[config.mk]
export PLATFORM = sky130hd
export DESIGN_NAME = wsut_tracker
export DESIGN_NICKNAME = d
export VERILOG_FILES = /design/src/rtl/wsut_pkg.sv /design/src/rtl/wsut_line_table.sv /design/src/rtl/wsut_classify.sv /design/src/rtl/wsut_sat_counters.sv /design/src/rtl/wsut_tracker.sv
export SDC_FILE = /design/constraint.sdc
export NUM_CORES = 1
export LEC_CHECK = 0
export ABC_AREA = 1
export BUFFER_PORTS_ARGS = -buffer_cell sky130_fd_sc_hd__buf_2
export CAP_MARGIN = 5
export CORE_UTILIZATION = 50
export CTS_CLUSTER_DIAMETER = 120
export DETAILED_ROUTE_END_ITERATION = 16
export PLACE_DENSITY_LB_ADDON = 0.05
export REMOVE_ABC_BUFFERS = 1
export SYNTH_ARGS = -nofsm -noshare
export SYNTH_HDL_FRONTEND = slang
export SYNTH_SLANG_ARGS = --single-unit
[constraint.sdc]
create_clock -name clk -period 2.8 [get_ports clk]
set_input_delay 0.56 -clock clk [delete_from_list [all_inputs] [get_ports clk]]
set_output_delay 0.56 -clock clk [all_outputs]
set_load 0.1 [all_outputs]
[src/rtl/wsut_pkg.sv]
package wsut_pkg;
  localparam int NUM_CLS = 3;

  typedef enum logic [1:0] {
    USE_FULL    = 2'd0,
    USE_PARTIAL = 2'd1,
    USE_UNUSED  = 2'd2
  } use_cls_e;
endpackage

[src/rtl/wsut_line_table.sv]
module wsut_line_table #(
  parameter int LINES = 64,
  parameter int IDX_W = 6
) (
  input  logic             clk,
  input  logic             rst,
  input  logic             miss_set,
  input  logic [IDX_W-1:0] miss_idx,
  input  logic             fill_vld,
  input  logic [IDX_W-1:0] fill_idx,
  input  logic [IDX_W-1:0] rd_a_idx,
  input  logic [IDX_W-1:0] rd_b_idx,
  input  logic             ret_a,
  input  logic             ret_b,
  output logic             rd_a_spec,
  output logic             rd_a_infl,
  output logic             rd_b_spec
);
  // Per-line flags: tracked (speculative) and fill outstanding.
  logic [LINES-1:0] spec_q, spec_d;
  logic [LINES-1:0] infl_q, infl_d;

  always_comb begin
    spec_d = spec_q;
    infl_d = infl_q;
    for (int i = 0; i < LINES; i++) begin
      if (fill_vld && fill_idx == IDX_W'(i)) infl_d[i] = 1'b0;
      if ((ret_a && rd_a_idx == IDX_W'(i)) || (ret_b && rd_b_idx == IDX_W'(i))) begin
        spec_d[i] = 1'b0;
        infl_d[i] = 1'b0;
      end
      // Only an untracked line may begin tracking; no restart.
      if (miss_set && miss_idx == IDX_W'(i) && !spec_q[i]) begin
        spec_d[i] = 1'b1;
        infl_d[i] = 1'b1;
      end
    end
  end

  always_ff @(posedge clk) begin
    if (rst) begin
      spec_q <= '0;
      infl_q <= '0;
    end else begin
      spec_q <= spec_d;
      infl_q <= infl_d;
    end
  end

  assign rd_a_spec = spec_q[rd_a_idx];
  assign rd_a_infl = infl_q[rd_a_idx];
  assign rd_b_spec = spec_q[rd_b_idx];
endmodule

[src/rtl/wsut_classify.sv]
module wsut_classify
  import wsut_pkg::*;
#(
  parameter int IDX_W = 6
) (
  input  logic               acc_vld,
  input  logic               acc_correct,
  input  logic [IDX_W-1:0]   acc_idx,
  input  logic               acc_spec,
  input  logic               acc_infl,
  input  logic               ev_vld,
  input  logic [IDX_W-1:0]   ev_idx,
  input  logic               ev_spec,
  output logic               ret_acc,
  output logic               ret_ev,
  output logic [NUM_CLS-1:0] inc
);
  use_cls_e acc_cls;

  always_comb begin
    ret_acc = acc_vld && acc_correct && acc_spec;
    // An access to the same line in the same cycle takes precedence.
    ret_ev  = ev_vld && ev_spec && !(ret_acc && acc_idx == ev_idx);
    acc_cls = acc_infl ? USE_PARTIAL : USE_FULL;
    inc     = '0;
    if (ret_acc) inc[acc_cls] = 1'b1;
    if (ret_ev)  inc[USE_UNUSED] = 1'b1;
  end
endmodule

[src/rtl/wsut_sat_counters.sv]
module wsut_sat_counters #(
  parameter int NUM   = 3,
  parameter int CNT_W = 16
) (
  input  logic                      clk,
  input  logic                      rst,
  input  logic                      clr,
  input  logic [NUM-1:0]            inc,
  output logic [NUM-1:0][CNT_W-1:0] cnt
);
  localparam logic [CNT_W-1:0] CNT_MAX = {CNT_W{1'b1}};

  for (genvar g = 0; g < NUM; g++) begin : g_cnt
    always_ff @(posedge clk) begin
      if (rst || clr)                          cnt[g] <= '0;
      else if (inc[g] && cnt[g] != CNT_MAX)    cnt[g] <= cnt[g] + 1'b1;
    end
  end
endmodule

[src/rtl/wsut_tracker.sv]
module wsut_tracker
  import wsut_pkg::*;
#(
  parameter  int LINES = 64,
  parameter  int CNT_W = 16,
  localparam int IDX_W = (LINES > 1) ? $clog2(LINES) : 1
) (
  input  logic             clk,
  input  logic             rst,
  input  logic             clr,
  input  logic             miss_vld,
  input  logic [IDX_W-1:0] miss_idx,
  input  logic             miss_wrong,
  input  logic             fill_vld,
  input  logic [IDX_W-1:0] fill_idx,
  input  logic             acc_vld,
  input  logic [IDX_W-1:0] acc_idx,
  input  logic             acc_correct,
  input  logic             evict_vld,
  input  logic [IDX_W-1:0] evict_idx,
  output logic [CNT_W-1:0] full_cnt,
  output logic [CNT_W-1:0] partial_cnt,
  output logic [CNT_W-1:0] unused_cnt
);
  logic acc_spec, acc_infl, ev_spec, ret_acc, ret_ev;
  logic [NUM_CLS-1:0]            inc;
  logic [NUM_CLS-1:0][CNT_W-1:0] cnt;

  wsut_line_table #(.LINES(LINES), .IDX_W(IDX_W)) table_i (
    .clk(clk), .rst(rst),
    .miss_set(miss_vld && miss_wrong), .miss_idx(miss_idx),
    .fill_vld(fill_vld), .fill_idx(fill_idx),
    .rd_a_idx(acc_idx), .rd_b_idx(evict_idx),
    .ret_a(ret_acc), .ret_b(ret_ev),
    .rd_a_spec(acc_spec), .rd_a_infl(acc_infl), .rd_b_spec(ev_spec)
  );

  wsut_classify #(.IDX_W(IDX_W)) cls_i (
    .acc_vld(acc_vld), .acc_correct(acc_correct), .acc_idx(acc_idx),
    .acc_spec(acc_spec), .acc_infl(acc_infl),
    .ev_vld(evict_vld), .ev_idx(evict_idx), .ev_spec(ev_spec),
    .ret_acc(ret_acc), .ret_ev(ret_ev), .inc(inc)
  );

  wsut_sat_counters #(.NUM(NUM_CLS), .CNT_W(CNT_W)) cnt_i (
    .clk(clk), .rst(rst), .clr(clr), .inc(inc), .cnt(cnt)
  );

  assign full_cnt    = cnt[USE_FULL];
  assign partial_cnt = cnt[USE_PARTIAL];
  assign unused_cnt  = cnt[USE_UNUSED];
endmodule

# [Word level (Yosys, flattened, before mapping)]
# Index checks and enable logic that the tools add are counted.
[totals] reg_bits=176 elab_cells=1317 output_inout_bits=48
[op_classes] n_addsub=3 n_eq_ne=256 reduce_logical=592 order_cmp=4 mux=331
[ops] op="6-bit equality test, second input constant" count=128
[ops] op="6-bit by 5-bit equality test with 1-bit output, second input constant" count=64
[ops] op="1-bit logical AND" count=330
[ops] op="1-bit two-way mux" count=326
[ops] op="6-bit by 4-bit equality test with 1-bit output, second input constant" count=32
[ops] op="3-bit nonzero test" count=64
[ops] op="2-bit nonzero test" count=64
[ops] op="6-bit by 3-bit equality test with 1-bit output, second input constant" count=16
[ops] op="1-bit logical NOT" count=65
[ops] op="1-bit logical OR" count=65
[ops] op="16-bit by 1-bit adder with 16-bit output, second input constant" count=3
[ops] op="6-bit by 2-bit equality test with 1-bit output, second input constant" count=8
[ops] op="16-bit inequality test, second input constant" count=3
[ops] op="6-bit by 1-bit equality test with 1-bit output, second input constant" count=4
[ops] op="6-bit logical NOT" count=4
[ops] op="1-bit binary-select mux with 6-bit select" count=3
[ops] op="6-bit by 7-bit less-than comparator with 1-bit output, second input constant" count=2
[ops] op="6-bit equality test" count=1
[ops] op="2-bit by 3-bit less-than comparator with 1-bit output, second input constant" count=1
[ops] op="3-bit two-way mux" count=1
[ops] op="1-bit demux with 2-bit select" count=1
[ops] op="2-bit by 1-bit >= comparator with 1-bit output, second input constant" count=1

# [Depth between registers and ports, before layout]
# Gate-level depths: netlist of run 1.
[depth] depth_word=10 depth_mapped=20 ltp_nobuf=17

# [By module]
# A second synthesis of run 1 with hierarchy kept.
[unflattened] hier_cells=1948 area_unflattened_um2=11402.2
[modules_own_cells] mod="wsut_line_table" area_each_um2=8438.1 cells_per_inst=1481 seq_area_each_um2=2562.5 instances=1
[modules_own_cells] mod="wsut_sat_counters" area_each_um2=2788.9 cells_per_inst=426 seq_area_each_um2=960.9 instances=1
[modules_own_cells] mod="wsut_classify" area_each_um2=167.7 cells_per_inst=39 seq_area_each_um2=0.0 instances=1
[modules_own_cells] mod="wsut_tracker" area_each_um2=7.5 cells_per_inst=2 seq_area_each_um2=0.0 instances=1

# [Least setup slack after synthesis of run 1]
# OpenSTA, ideal clock, no wires.
[synth_timing] kind="reg-to-reg" start="reg cnt_i.cnt[32] (netlist name)" end="reg cnt_i.cnt[46] (netlist name)" arrival_time_ns=2.779 path_buffers=1 slack_ns=-0.049 path_stages_with_launch=11 required_ns=2.730 setup_time_ns=0.070 path_cell_list="dfxtp_1 > ha_1 > nand2_1 > nor3b_2 > nand2_1 > nor3_1 > nand4_1 > nand2_2 > buf_4 > nand2_1 > a21oi_1"
[synth_between] elab_chain_cells=2
[synth_rtl] item="start: declaration" line="wsut_sat_counters.sv:9" source="output logic [NUM-1:0][CNT_W-1:0] cnt"
[synth_rtl] item="start signal: indexed assignment" line="wsut_sat_counters.sv:15" source="if (rst || clr) cnt[g] <= '0;"
[synth_rtl] item="branches (longest 2 deep; another with 16-bit by 1-bit adder with 16-bit output)"
# Several ways; the timed one is not identified.
# A chain may end at the register's enable or synchronous reset.

# [Worst setup path in the final report of run 1]
[layout_timing] start="in acc_idx[0]" end="reg cnt_i.cnt[12] (netlist name)"
[layout_between] elab_chain_cells=9
[layout_rtl] item="start: declaration" line="wsut_tracker.sv:17" source="input logic [IDX_W-1:0] acc_idx,"
[layout_rtl] item="1-bit binary-select mux with 6-bit select" line="wsut_line_table.sv:51" source="assign rd_a_infl = infl_q[rd_a_idx];"
[layout_rtl] item="1-bit two-way mux (implied by the code)" line="wsut_line_table.sv:51"
[layout_rtl] item="1-bit two-way mux" line="wsut_classify.sv:24" source="acc_cls = acc_infl ? USE_PARTIAL : USE_FULL;"
[layout_rtl] item="2-bit by 3-bit less-than comparator with 1-bit output (implied by the code) / 2-bit by 1-bit >= comparator with 1-bit output (equally long branches)" line="wsut_classify.sv:26" source="if (ret_acc) inc[acc_cls] = 1'b1;"
[layout_rtl] item="1-bit logical AND (implied by the code)" line="wsut_classify.sv:26"
[layout_rtl] item="1-bit two-way mux (implied by the code)" line="wsut_classify.sv:26"
[layout_rtl] item="1-bit demux with 2-bit select"
[layout_rtl] item="3-bit two-way mux (*)" line="wsut_classify.sv:26"
[layout_rtl] item="1-bit logical AND (*)" line="wsut_sat_counters.sv:16" source="else if (inc[g] && cnt[g] != CNT_MAX) cnt[g] <= cnt[g] + 1'b1;"
# Every way passes the cells marked *; elsewhere a longest branch is shown, timed or not. The select of a mux whose other input is x is not followed.

==> results of run 1 <==
[critical path, cell delays in order]
cell	delay, ns
buf_2	0.21
buf_12	0.22
nor2_2	0.06
inv_1	0.10
buf_4	0.18
o21ai_0	0.12
o21ai_0	0.34
nand4_1	0.14
a21oi_1	0.17
nand2_1	0.21
nor2_4	0.16
nand2_2	0.14
buf_12	0.18
nand2_1	0.05
a21oi_1	0.06
[placed cells by master (no fill, tap or decap), types with 2 or more instances in the layout]
| cell type | n |
|---|---|
| o21ai_1 | 13 |
| nor2_4 | 3 |
| clkinv_8 | 5 |
| nand2_1 | 472 |
| nand2_2 | 3 |
| inv_6 | 2 |
| a21boi_0 | 24 |
| inv_2 | 7 |
| inv_8 | 4 |
| nand4_1 | 22 |
| inv_1 | 189 |
| xor2_1 | 36 |
| nor2_1 | 211 |
| nand3_2 | 11 |
| clkinv_4 | 2 |
| nor3_1 | 14 |
| nor2_2 | 4 |
| buf_12 | 12 |
| ha_1 | 3 |
| clkbuf_16 | 17 |
| nor3_2 | 5 |
| o21bai_1 | 2 |
| nor4_1 | 8 |
| nand3_1 | 318 |
| a31oi_1 | 12 |
| o21a_1 | 8 |
| xnor2_1 | 8 |
| buf_4 | 83 |
| or2_2 | 2 |
| dfxtp_1 | 176 |
| buf_2 | 79 |
| a21oi_1 | 195 |
| nand3b_1 | 41 |
| o21ai_0 | 70 |
[sequential cells by signal (all words and copies together) (netlist names)]
name            count
table_i.spec_q     64
table_i.infl_q     64
cnt_i.cnt          48
[layout make-up]
| class | count | area, sq um |
|---|---|---|
| fill | 2456 | 9770 |
| clock buffer | 17 | 425 |
| clock inverter | 14 | 169 |
| inverter | 199 | 751 |
| tap | 319 | 399 |
| timing repair buffer | 174 | 1260 |
| multi-input combinational | 1490 | 7180 |
| sequential | 176 | 3520 |
[metal layers]
layer | part of all wire | GRT usage
met5 | 0 | 0
met4 | 0.065 | 0.254
met3 | 0.10 | 0.0917
met2 | 0.43 | 0.612
met1 | 0.40 | 0.495
[path summary, 6_finish.rpt]
path,from,to,slack (ns),cells past startpoint
worst max register to register,table_i.spec_q[30],cnt_i.cnt[43],0.49,16
worst max-delay path,acc_idx[0],cnt_i.cnt[12],0.21,15
worst min register to register,table_i.spec_q[22],table_i.spec_q[22],0.48,2
worst min-delay path,clr,cnt_i.cnt[1],0.39,4
[metrics by stage]
| step | total power, mW | std cells |
|---|---|---|
| after floorplan | 2.76 | 1865 |
| after global placement | 3.10 | 2358 |
| after detailed placement | 3.10 | 2358 |
| after CTS | 5.53 | 2389 |
| after global routing | 5.67 | 2389 |
| final | 5.53 | 2389 |
[cell families (layout without fill, tap and decap cells)]
group                      count (synthesis)  count (layout)  share of synthesized area
and+or+nand+nor                         1118            1118                      0.418
AOI/OAI and AO/OA                        325             325                      0.146
buffers and inverters                    294             404                      0.106
DFF                                      176             176                      0.295
xor gates and xnor gates                  44              44                     0.0323
adders and majority gates                  3               3                    0.00314
[power by group]
group / internal, mW / leakage [nW] / switching [mW]
Sequential: 2.51 / 1.42 / 0.00715
Clock: 1.20 / 0.286 / 1.26
Combinational: 0.137 / 3.58 / 0.417
==> flow_summary_export.csv, run 1 <==
group,metric,value,unit
outcome,status,"finished, final reports clean",
logic_synthesis,yosysTopAreaCell,"dfxtp_1",
sta,whs,0.388,ns
logic_synthesis,yosys.area.top_type_share,0.295,
sta,tightestPinTransition,0.802,ns
sta,finalCritPeriodShare,0.926,
floorplan,dieArea,24500,sq um
logic_synthesis,netlist_top_cells_count,"nand2_1 (472), nand3_1 (318), nor2_1 (211), a21oi_1 (195), inv_1 (189)",
setup_path,worstPathMaxFanout,27,
clock_tree,post-cts-setup-buffer-count,0,
sta,rsz0062_at_grt,"no",
sta,slew_headroom,0.465,
floorplan,num_rows,56,
clock_tree,cts-root-buf,"clkbuf_16",
logic_synthesis,yosysUniqueCellTypes,38,
route,drc_errors,0,
logic_synthesis,synth_edf_count,0,
sta,min_period,2.59,ns
place,gp_congestion,1.08,
setup_path,cp.arrival,2.90,ns
clock_tree,clk_pin_slew,0.08,ns
global_routing,grtUsageTotal,0.396,
setup_path,crit_type,"in2reg",
floorplan,core,23500,sq um
setup_path,start_kind,"input port",
place,dp_slack,-0.181,ns
sta,fin_ws,0.208,ns
clock_tree,htree_levels,4,
floorplan,die_w,157,um
floorplan,die_h,157,um
clock_tree,hold_buffers,0,
logic_synthesis,async_flop_share,0,
power_and_ir_drop,leakage,5.28,nW
flow_run,cap_violations,0,
sta,fin_skew,0.0180,ns
logic_synthesis,yosys_warnings,0,
logic_synthesis,synth_top_cells_by_area,"dfxtp_1 (30%), nand2_1 (15%), nand3_1 (13%)",
setup_path,cp-end-kind,"flip-flop",
sta,drv_slew,0,
route,ant_nets,0,
logic_synthesis,mappedNetlistArea,11900,sq um
global_routing,grt_max_degree,129,
hold_path,hp-class,"in2reg",
route,via_per_inst,5.87,
clock_tree,clkLatencyLatePin,0.46,ns
floorplan,initial_core_util,0.509,
logic_synthesis,synthCells,1960,
logic_synthesis,ys_ff_latch,176,
power_and_ir_drop,power_per_cell_area,404,nW/um^2
layout,drive_gt1_frac,0.119,
clock_tree,cts_buffer_depth,2,
logic_synthesis,yosysMostFrequentCell,"nand2_1",
clock_tree,cts_tree,"yes",
clock_tree,clkSinkCount,176,
power_and_ir_drop,peakVddDrop,0.000348,V
logic_synthesis,synth_ff_type,"dfxtp_1",
sta,fmax,386,MHz
floorplan,io_pins,81,
place,placed_cell_area,13100,sq um
setup_path,worstPathRequired,3.11,ns
sta,hold_viol_final,0,
route,vias,14000,
layout,utilization,0.584,
place,place_hpwl,33.7,mm
clock_tree,cts_buffers,17,
clock_tree,cts-resized-gates,0,
place,portBuffers,80,
logic_synthesis,ys_seq_area_frac,0.295,
route,firstDrtPassIters,6,
layout,fin_area,13700,sq um
sta,finalSetupTns,0,ns
global_routing,antenna_found_initial,0,
global_routing,grt_pass1_wl,72.7,mm
route,finalWirelength,47.8,mm
global_routing,grt_pass1_vias,13000,
layout,area_growth,14.8,%
route,drtIter0Drc,1727,
route,wire_per_inst,20.0,um
layout,nets,2094,
layout,diodes,0,
sta,setup_viol,0,
global_routing,gr-total-overflow,0,
logic_synthesis,avgSynthCellArea,6.09,sq um
Power figures use the tool's default switching activity.
==> inputs of run 2 (changes only) <==
==> constraint.sdc (replaced) <==
create_clock -name clk -period 2.4 [get_ports clk]
set_input_delay 0.48 -clock clk [delete_from_list [all_inputs] [get_ports clk]]
set_output_delay 0.48 -clock clk [all_outputs]
set_load 0.1 [all_outputs]
==> run 2 against run 1 <==
- cell area is 2.5% higher
- non-clock buffer count is 24 higher
- utilization is 1.5 points higher
- clock power is 18% higher
- sequential power is 17% higher
- largest cell class unchanged
- sequential cell count stayed put
- worst hold slack worse by 0.061 ns
- count of clock-buffer cells in the layout stayed put
- combinational power is 24% higher
- global-route usage is 0.23 points lower
- register-to-register slack worse by 0.33 ns
==> flow_summary_export.csv, run 2 (synthesis results as in run 1) <==
group,metric,value,unit
layout,reg.largest.list,"table_i.infl_q (64), table_i.spec_q (64), cnt_i.cnt (48)",
route,drc_errors,0,
place,dp_slack,-0.812,ns
global_routing,antenna_found_initial,0,
clock_tree,cts_tree,"yes",
route,vias,14200,
place,placed_cell_area,13300,sq um
power_and_ir_drop,clock_power_share,0.445,
layout,fin_area,14000,sq um
setup_path,r2r_cells,16,
flow_run,cap_violations,0,
floorplan,num_rows,56,
floorplan,die_w,157,um
power_and_ir_drop,p_switching,2.01,mW
floorplan,die_h,157,um
sta,finalSetupTns,0,ns
clock_tree,clk_pin_slew,0.08,ns
sta,fin_ws,0.0952,ns
sta,drv_slew,0,
setup_path,r2r-end,"cnt_i.cnt[26]",
sta,min_period,2.30,ns
power_and_ir_drop,power_per_cell_area,464,nW/um^2
clock_tree,htree_levels,4,
sta,slew_headroom,0.317,
clock_tree,cts_buffers,17,
clock_tree,cts-root-buf,"clkbuf_16",
setup_path,rr_startpoint,"table_i.spec_q[61]",
global_routing,grt_max_degree,71,
clock_tree,clkLatencyLatePin,0.45,ns
layout,nets,2118,
setup_path,rrSetupSlack,0.16,ns
layout,diodes,0,
global_routing,gr-total-overflow,0,
floorplan,core,23500,sq um
hold_path,holdPathStages,4,
sta,fmax,434,MHz
clock_tree,cts_buffer_depth,2,
setup_path,cp.arrival,2.61,ns
layout,n_fill_cell,2383,
power_and_ir_drop,cell_internal_pwr,4.51,mW
hold_path,hp-start,"clr",
setup_path,crit_type,"in2reg",
sta,fin_skew,0.0164,ns
outcome,status,"finished, final reports clean",
power_and_ir_drop,pwr-share-comb,0.106,
power_and_ir_drop,p_sw_frac,0.308,
place,portBuffers,80,
setup_path,worstPathMaxFanout,10,
layout,final_cell_count_no_fill,2413,
place,place_hpwl,33.9,mm
route,finalWirelength,48.5,mm
floorplan,io_pins,81,
global_routing,grt_pass1_vias,13000,
route,via_per_inst,5.88,
sta,setup_viol,0,
power_and_ir_drop,peakVddDrop,0.000507,V
floorplan,dieArea,24500,sq um
place,dp.cells,2378,
layout,seqCellArea,3520,sq um
sta,hold_viol_final,0,
layout,layout_commonest_cell,"nand2_1",
place,gp_congestion,1.13,
layout,multiInputGateArea,7260,sq um
clock_tree,hold_buffers,0,
hold_path,hold_end,"cnt_i.cnt[1]",
sta,finalCritPeriodShare,0.960,
hold_path,hp-class,"in2reg",
global_routing,grt_pass1_wl,73.1,mm
global_routing,grtUsageTotal,0.394,
floorplan,initial_core_util,0.509,
power_and_ir_drop,leakage,5.45,nW
route,ant_nets,0,
route,firstDrtPassIters,8,
layout,mostFrequentLayoutCells,"nand2_1 (470), nand3_1 (318), nor2_1 (210)",
layout,drive_gt1_frac,0.137,
route,wire_per_inst,20.1,um
setup_path,worstPathRequired,2.70,ns
setup_path,cp-end-kind,"flip-flop",
setup_path,start_kind,"input port",
route,drtIter0Drc,1830,
clock_tree,clkSinkCount,176,
power_and_ir_drop,seq_power_share,0.450,
layout,area_growth,17.7,%
sta,tightestPinTransition,1.02,ns
## run 2: cell types whose count changed in the layout (fill, tap and decap cells not counted), moves of 2 or more
cell and change:
nand2_1 -2, clkbuf_16 +2, o21ai_1 +10, o21ai_2 +9
inv_6 +2, buf_8 +2, buf_6 +4, buf_4 +16
o21ai_0 -20, nand2_4 +3
## run 2: metal layers
metal | global-route usage | share of wire
met5 | 0 | 0
met4 | 0.232 | 0.067
met1 | 0.502 | 0.39
met2 | 0.611 | 0.43
met3 | 0.0839 | 0.11
## run 2: how the worst max path moves through the flow
stage	start	end	slack [ns]	cells after the start
floorplan	acc_idx[2]	cnt_i.cnt[46]	-1.04	14
global placement	acc_idx[0]	cnt_i.cnt[9]	-0.82	16
detailed placement	acc_idx[0]	cnt_i.cnt[10]	-0.81	16
CTS	acc_idx[0]	cnt_i.cnt[9]	0.03	18
global route	acc_idx[1]	cnt_i.cnt[13]	-0.01	15
finish	acc_idx[1]	cnt_i.cnt[8]	0.1	15
## run 2: critical path, stage by stage
cell and delay, ns:
buf_2 0.22, buf_4 0.17, nor2_2 0.06, buf_4 0.20
nand2_1 0.07, o21ai_1 0.12, o21ai_2 0.28, nand4_1 0.12
a21oi_1 0.20, nand2_2 0.15, nor2_4 0.17, nand2_4 0.10
buf_12 0.15, nand2_1 0.05, a21oi_1 0.05
## run 2: final cells by class
| cell class | instances | share of cell area |
|---|---|---|
| Tap cell | 319 | 0.0284 |
| Clock buffer | 17 | 0.0303 |
| Multi-Input combinational cell | 1490 | 0.517 |
| Clock inverter | 14 | 0.0119 |
| Timing Repair Buffer | 198 | 0.108 |
| Sequential cell | 176 | 0.251 |
| Inverter | 199 | 0.0535 |
## run 2: power by group through the flow
stage / Combinational (mW) / Clock, mW / Sequential, mW
after floorplan: 0.218 / 0 / 3.00
after global routing: 0.707 / 3.02 / 2.93
after global placement: 0.638 / 0 / 3.00
after detailed placement: 0.636 / 0 / 3.00
after CTS: 0.640 / 2.90 / 2.93
final: 0.689 / 2.90 / 2.93
## run 2: timing repair
item / 4_1_cts / 5_1_grt
endpoints found under the setup margin: 32 / 97
pin swaps: 2 / 8
cloned: 0 / 3
buffers inserted: 0 / 1
resized for setup: 16 / 34
## run 2: metrics by stage
stage,power [mW],utilization,hold WS (ns)
floorplan,3.22,-,0.451
global placement,3.64,0.566,0.471
detailed placement,3.64,0.566,0.471
CTS,6.48,0.592,0.326
global route,6.66,0.599,0.370
finish,6.52,0.599,0.327
==> inputs of run 3 (changes only) <==
--- a/config.mk
+++ b/config.mk
@@ -5,7 +5,6 @@
 export SDC_FILE = /design/constraint.sdc
 export NUM_CORES = 1
 export LEC_CHECK = 0
-export ABC_AREA = 1
 export BUFFER_PORTS_ARGS = -buffer_cell sky130_fd_sc_hd__buf_2
 export CAP_MARGIN = 5
 export CORE_UTILIZATION = 50
==> run 3 against run 2 <==
- the flow now finishes with violations (setup timing)
- fmax fell by 11%
- global-route usage shrank 0.92 points
- utilization is 13 points higher
- via count fell by 18%
- synthesized area is 14% lower
- register-to-register slack worse by 0.34 ns
- clock skew shrank 0.0054 ns
- sequential cell count did not move
- worst hold slack improved by 0.062 ns
- routed wire length fell by 13%
- worst setup slack lost 0.27 ns
- critical path type is now reg2reg
- largest cell class unchanged
==> flow_summary_export.csv, run 3 <==
group,metric,value,unit
layout,area_growth,41.4,%
global_routing,grt_pass1_vias,10900,
logic_synthesis,synth_edf_count,0,
global_routing,grt_max_degree,45,
logic_synthesis,synth_ff_type,"dfxtp_1",
logic_synthesis,synth_top_cells_by_area,"dfxtp_1 (35%), o21ai_0 (8.4%), mux2i_1 (6.0%)",
layout,fin_area,14400,sq um
clock_tree,htree_levels,4,
sta,drv_slew,0,
sta,fin_ws,-0.179,ns
setup_path,worstPathCellList,"inv_1 > o2111a_1 > a21oi_1 > nand4_1 > a311oi_2 > o221ai_4 > buf_6 > bufbuf_16 > or3_1 > a21oi_2",
logic_synthesis,yosysTopAreaCell,"dfxtp_1",
layout,final_cell_count_no_fill,1790,
logic_synthesis,yosysUniqueCellTypes,67,
power_and_ir_drop,leakage,5.31,nW
setup_path,rrSetupSlack,-0.18,ns
floorplan,num_rows,51,
logic_synthesis,ys_seq_area_frac,0.345,
logic_synthesis,yosys.area.top_type_share,0.345,
floorplan,core,19700,sq um
setup_path,crit_slowest_cell,"a311oi_2",
layout,mostFrequentLayoutCells,"buf_4 (182), dfxtp_1 (151), o21ai_0 (98)",
setup_path,worstPathMaxFanout,6,
outcome,violations,"setup timing",
clock_tree,cts-root-buf,"clkbuf_16",
layout,reg.largest.list,"table_i.infl_q (64), table_i.spec_q (64), cnt_i.cnt (48)",
setup_path,crit_buf_inv,3,
place,dp.cells,1741,
layout,seqCellArea,3550,sq um
setup_path,crit_path_end,"cnt_i.cnt[34]",
floorplan,initial_core_util,0.518,
setup_path,crit_type,"reg2reg",
outcome,status,"finished with violations",
setup_path,cpLargestDelayFamily,"compound AO/OA/AOI/OAI gates",
clock_tree,cts_buffers,17,
sta,tightestPinTransition,1.02,ns
setup_path,slowest_delay,0.40,ns
setup_path,cp.depth,10,
hold_path,hp-class,"in2reg",
setup_path,r2r_cells,10,
setup_path,worstPathRequired,2.78,ns
clock_tree,clkSinkCount,176,
global_routing,grtUsageTotal,0.385,
route,finalWirelength,42.2,mm
route,vias,11700,
route,wire_per_inst,23.6,um
route,via_per_inst,6.52,
place,place_hpwl,27.8,mm
route,firstDrtPassIters,7,
clock_tree,clkLatencyLatePin,0.45,ns
route,drtIter0Drc,1206,
logic_synthesis,netlist_top_cells_count,"dfxtp_1 (176), o21ai_0 (171), nand2_1 (86), inv_1 (78), o31ai_1 (77)",
clock_tree,hold_buffers,0,
logic_synthesis,async_flop_share,0,
logic_synthesis,ys_ff_latch,176,
sta,hold_viol_final,0,
sta,slew_headroom,0.322,
place,portBuffers,80,
clock_tree,cts_tree,"yes",
layout,multiInputGateArea,7090,sq um
layout,nets,1550,
logic_synthesis,yosysMostFrequentCell,"dfxtp_1",
route,drc_errors,0,
floorplan,die_h,145,um
sta,fmax,388,MHz
place,gp_congestion,1.01,
layout,n_fill_cell,1456,
floorplan,dieArea,21000,sq um
logic_synthesis,yosys_warnings,0,
logic_synthesis,avgSynthCellArea,8.03,sq um
clock_tree,clk_pin_slew,0.07,ns
setup_path,cp.arrival,2.96,ns
sta,setup_viol,108,
power_and_ir_drop,power_per_cell_area,490,nW/um^2
setup_path,cp-end-kind,"flip-flop",
place,placed_cell_area,12300,sq um
route,ant_nets,0,
place,dp_slack,-0.839,ns
clock_tree,cts_buffer_depth,2,
setup_path,r2r-end,"cnt_i.cnt[34]",
global_routing,antenna_found_initial,0,
flow_run,cap_violations,0,
floorplan,die_w,145,um
global_routing,gr-total-overflow,0,
logic_synthesis,synthCells,1271,
power_and_ir_drop,peakVddDrop,0.000499,V
floorplan,io_pins,81,
setup_path,start_kind,"flip-flop",
sta,finalCritPeriodShare,1.07,
global_routing,grt_pass1_wl,62.1,mm
sta,fin_skew,0.0110,ns
setup_path,rr_startpoint,"table_i.spec_q[41]",
setup_path,worstSetupStartpoint,"table_i.spec_q[41]",
layout,drive_gt1_frac,0.340,
layout,diodes,0,
sta,rsz0062_at_grt,"yes",
sta,min_period,2.58,ns
logic_synthesis,mappedNetlistArea,10200,sq um
layout,layout_commonest_cell,"buf_4",
run 3: cell count changes after synthesis, sizes merged, moves of 77 or more:
cell,delta
nand2,-390
o21ai,+89
inv,-119
o31ai,+77
a21oi,-135
nor2,-169
nand3,-270
run 3: layer usage:
| metal | GRT usage | wire length (um) | up-vias |
|---|---|---|---|
| li1 | - | - | 5244 |
| met1 | 0.507 | 16200 | 5467 |
| met2 | 0.599 | 18800 | 778 |
| met5 | 0 | 0 | - |
| met3 | 0.0689 | 4890 | 186 |
| met4 | 0.201 | 2240 | 0 |
run 3: through the flow:
step | TNS [ns] | hold slack (ns) | power, mW | util
finish | -6.90 | 0.389 | 7.08 | 0.732
global route | -19.72 | 0.426 | 7.24 | 0.732
CTS | -2.46 | 0.388 | 6.87 | 0.696
detailed placement | -115.82 | 0.468 | 3.91 | 0.622
global placement | -110.14 | 0.466 | 3.91 | 0.622
floorplan | -243.15 | 0.446 | 3.37 | -
run 3: logic make-up after synthesis:
logic type / count (synthesis) / synth area share
buffers and inverters: 162 / 0.0702
adder cells (fa/ha/maj): 3 / 0.00368
multiplexers: 77 / 0.0929
XOR/XNOR: 11 / 0.00943
AND/OR/NAND/NOR: 381 / 0.194
flip-flops: 176 / 0.345
AO/OA/AOI/OAI: 461 / 0.285
run 3: final cells by class:
| class | instances | share of cell area |
|---|---|---|
| repair buffers | 308 | 0.180 |
| flip-flops and latches | 176 | 0.246 |
| inverters | 78 | 0.0203 |
| multi-input cells | 933 | 0.491 |
| clock inverters | 12 | 0.00953 |
| well taps | 265 | 0.0230 |
| clock buffers | 18 | 0.0297 |
run 3: power by group:
part	switching [mW]	internal [mW]	total [mW]
registers	0.00891	2.93	2.94
clock network	1.31	1.53	2.84
logic	0.774	0.529	1.30
run 3: how the worst min path moves through the flow:
stage / startpoint / endpoint / slack (ns) / depth (start not counted)
after floorplan: table_i.infl_q[40] / table_i.infl_q[40] / 0.45 / 2
after CTS: clr / cnt_i.cnt[31] / 0.39 / 3
after detailed placement: table_i.infl_q[53] / table_i.infl_q[53] / 0.47 / 2
after global routing: clr / cnt_i.cnt[9] / 0.43 / 3
final: clr / cnt_i.cnt[9] / 0.39 / 3
after global placement: table_i.infl_q[63] / table_i.infl_q[63] / 0.47 / 2
run 3: repair_timing:
action	CTS	global route
gates resized for setup	156	170
setup endpoints to repair	175	174
pin swaps	58	79
cloned	6	4
buffers inserted	7	6
run 3: worst min-delay path, delay by kind of cell:
kind / cells / cell delay, ns
buffers and inverters: 1 / 0.14
and+or+nand+nor: 1 / 0.12
AOI/OAI and AO/OA: 1 / 0.05
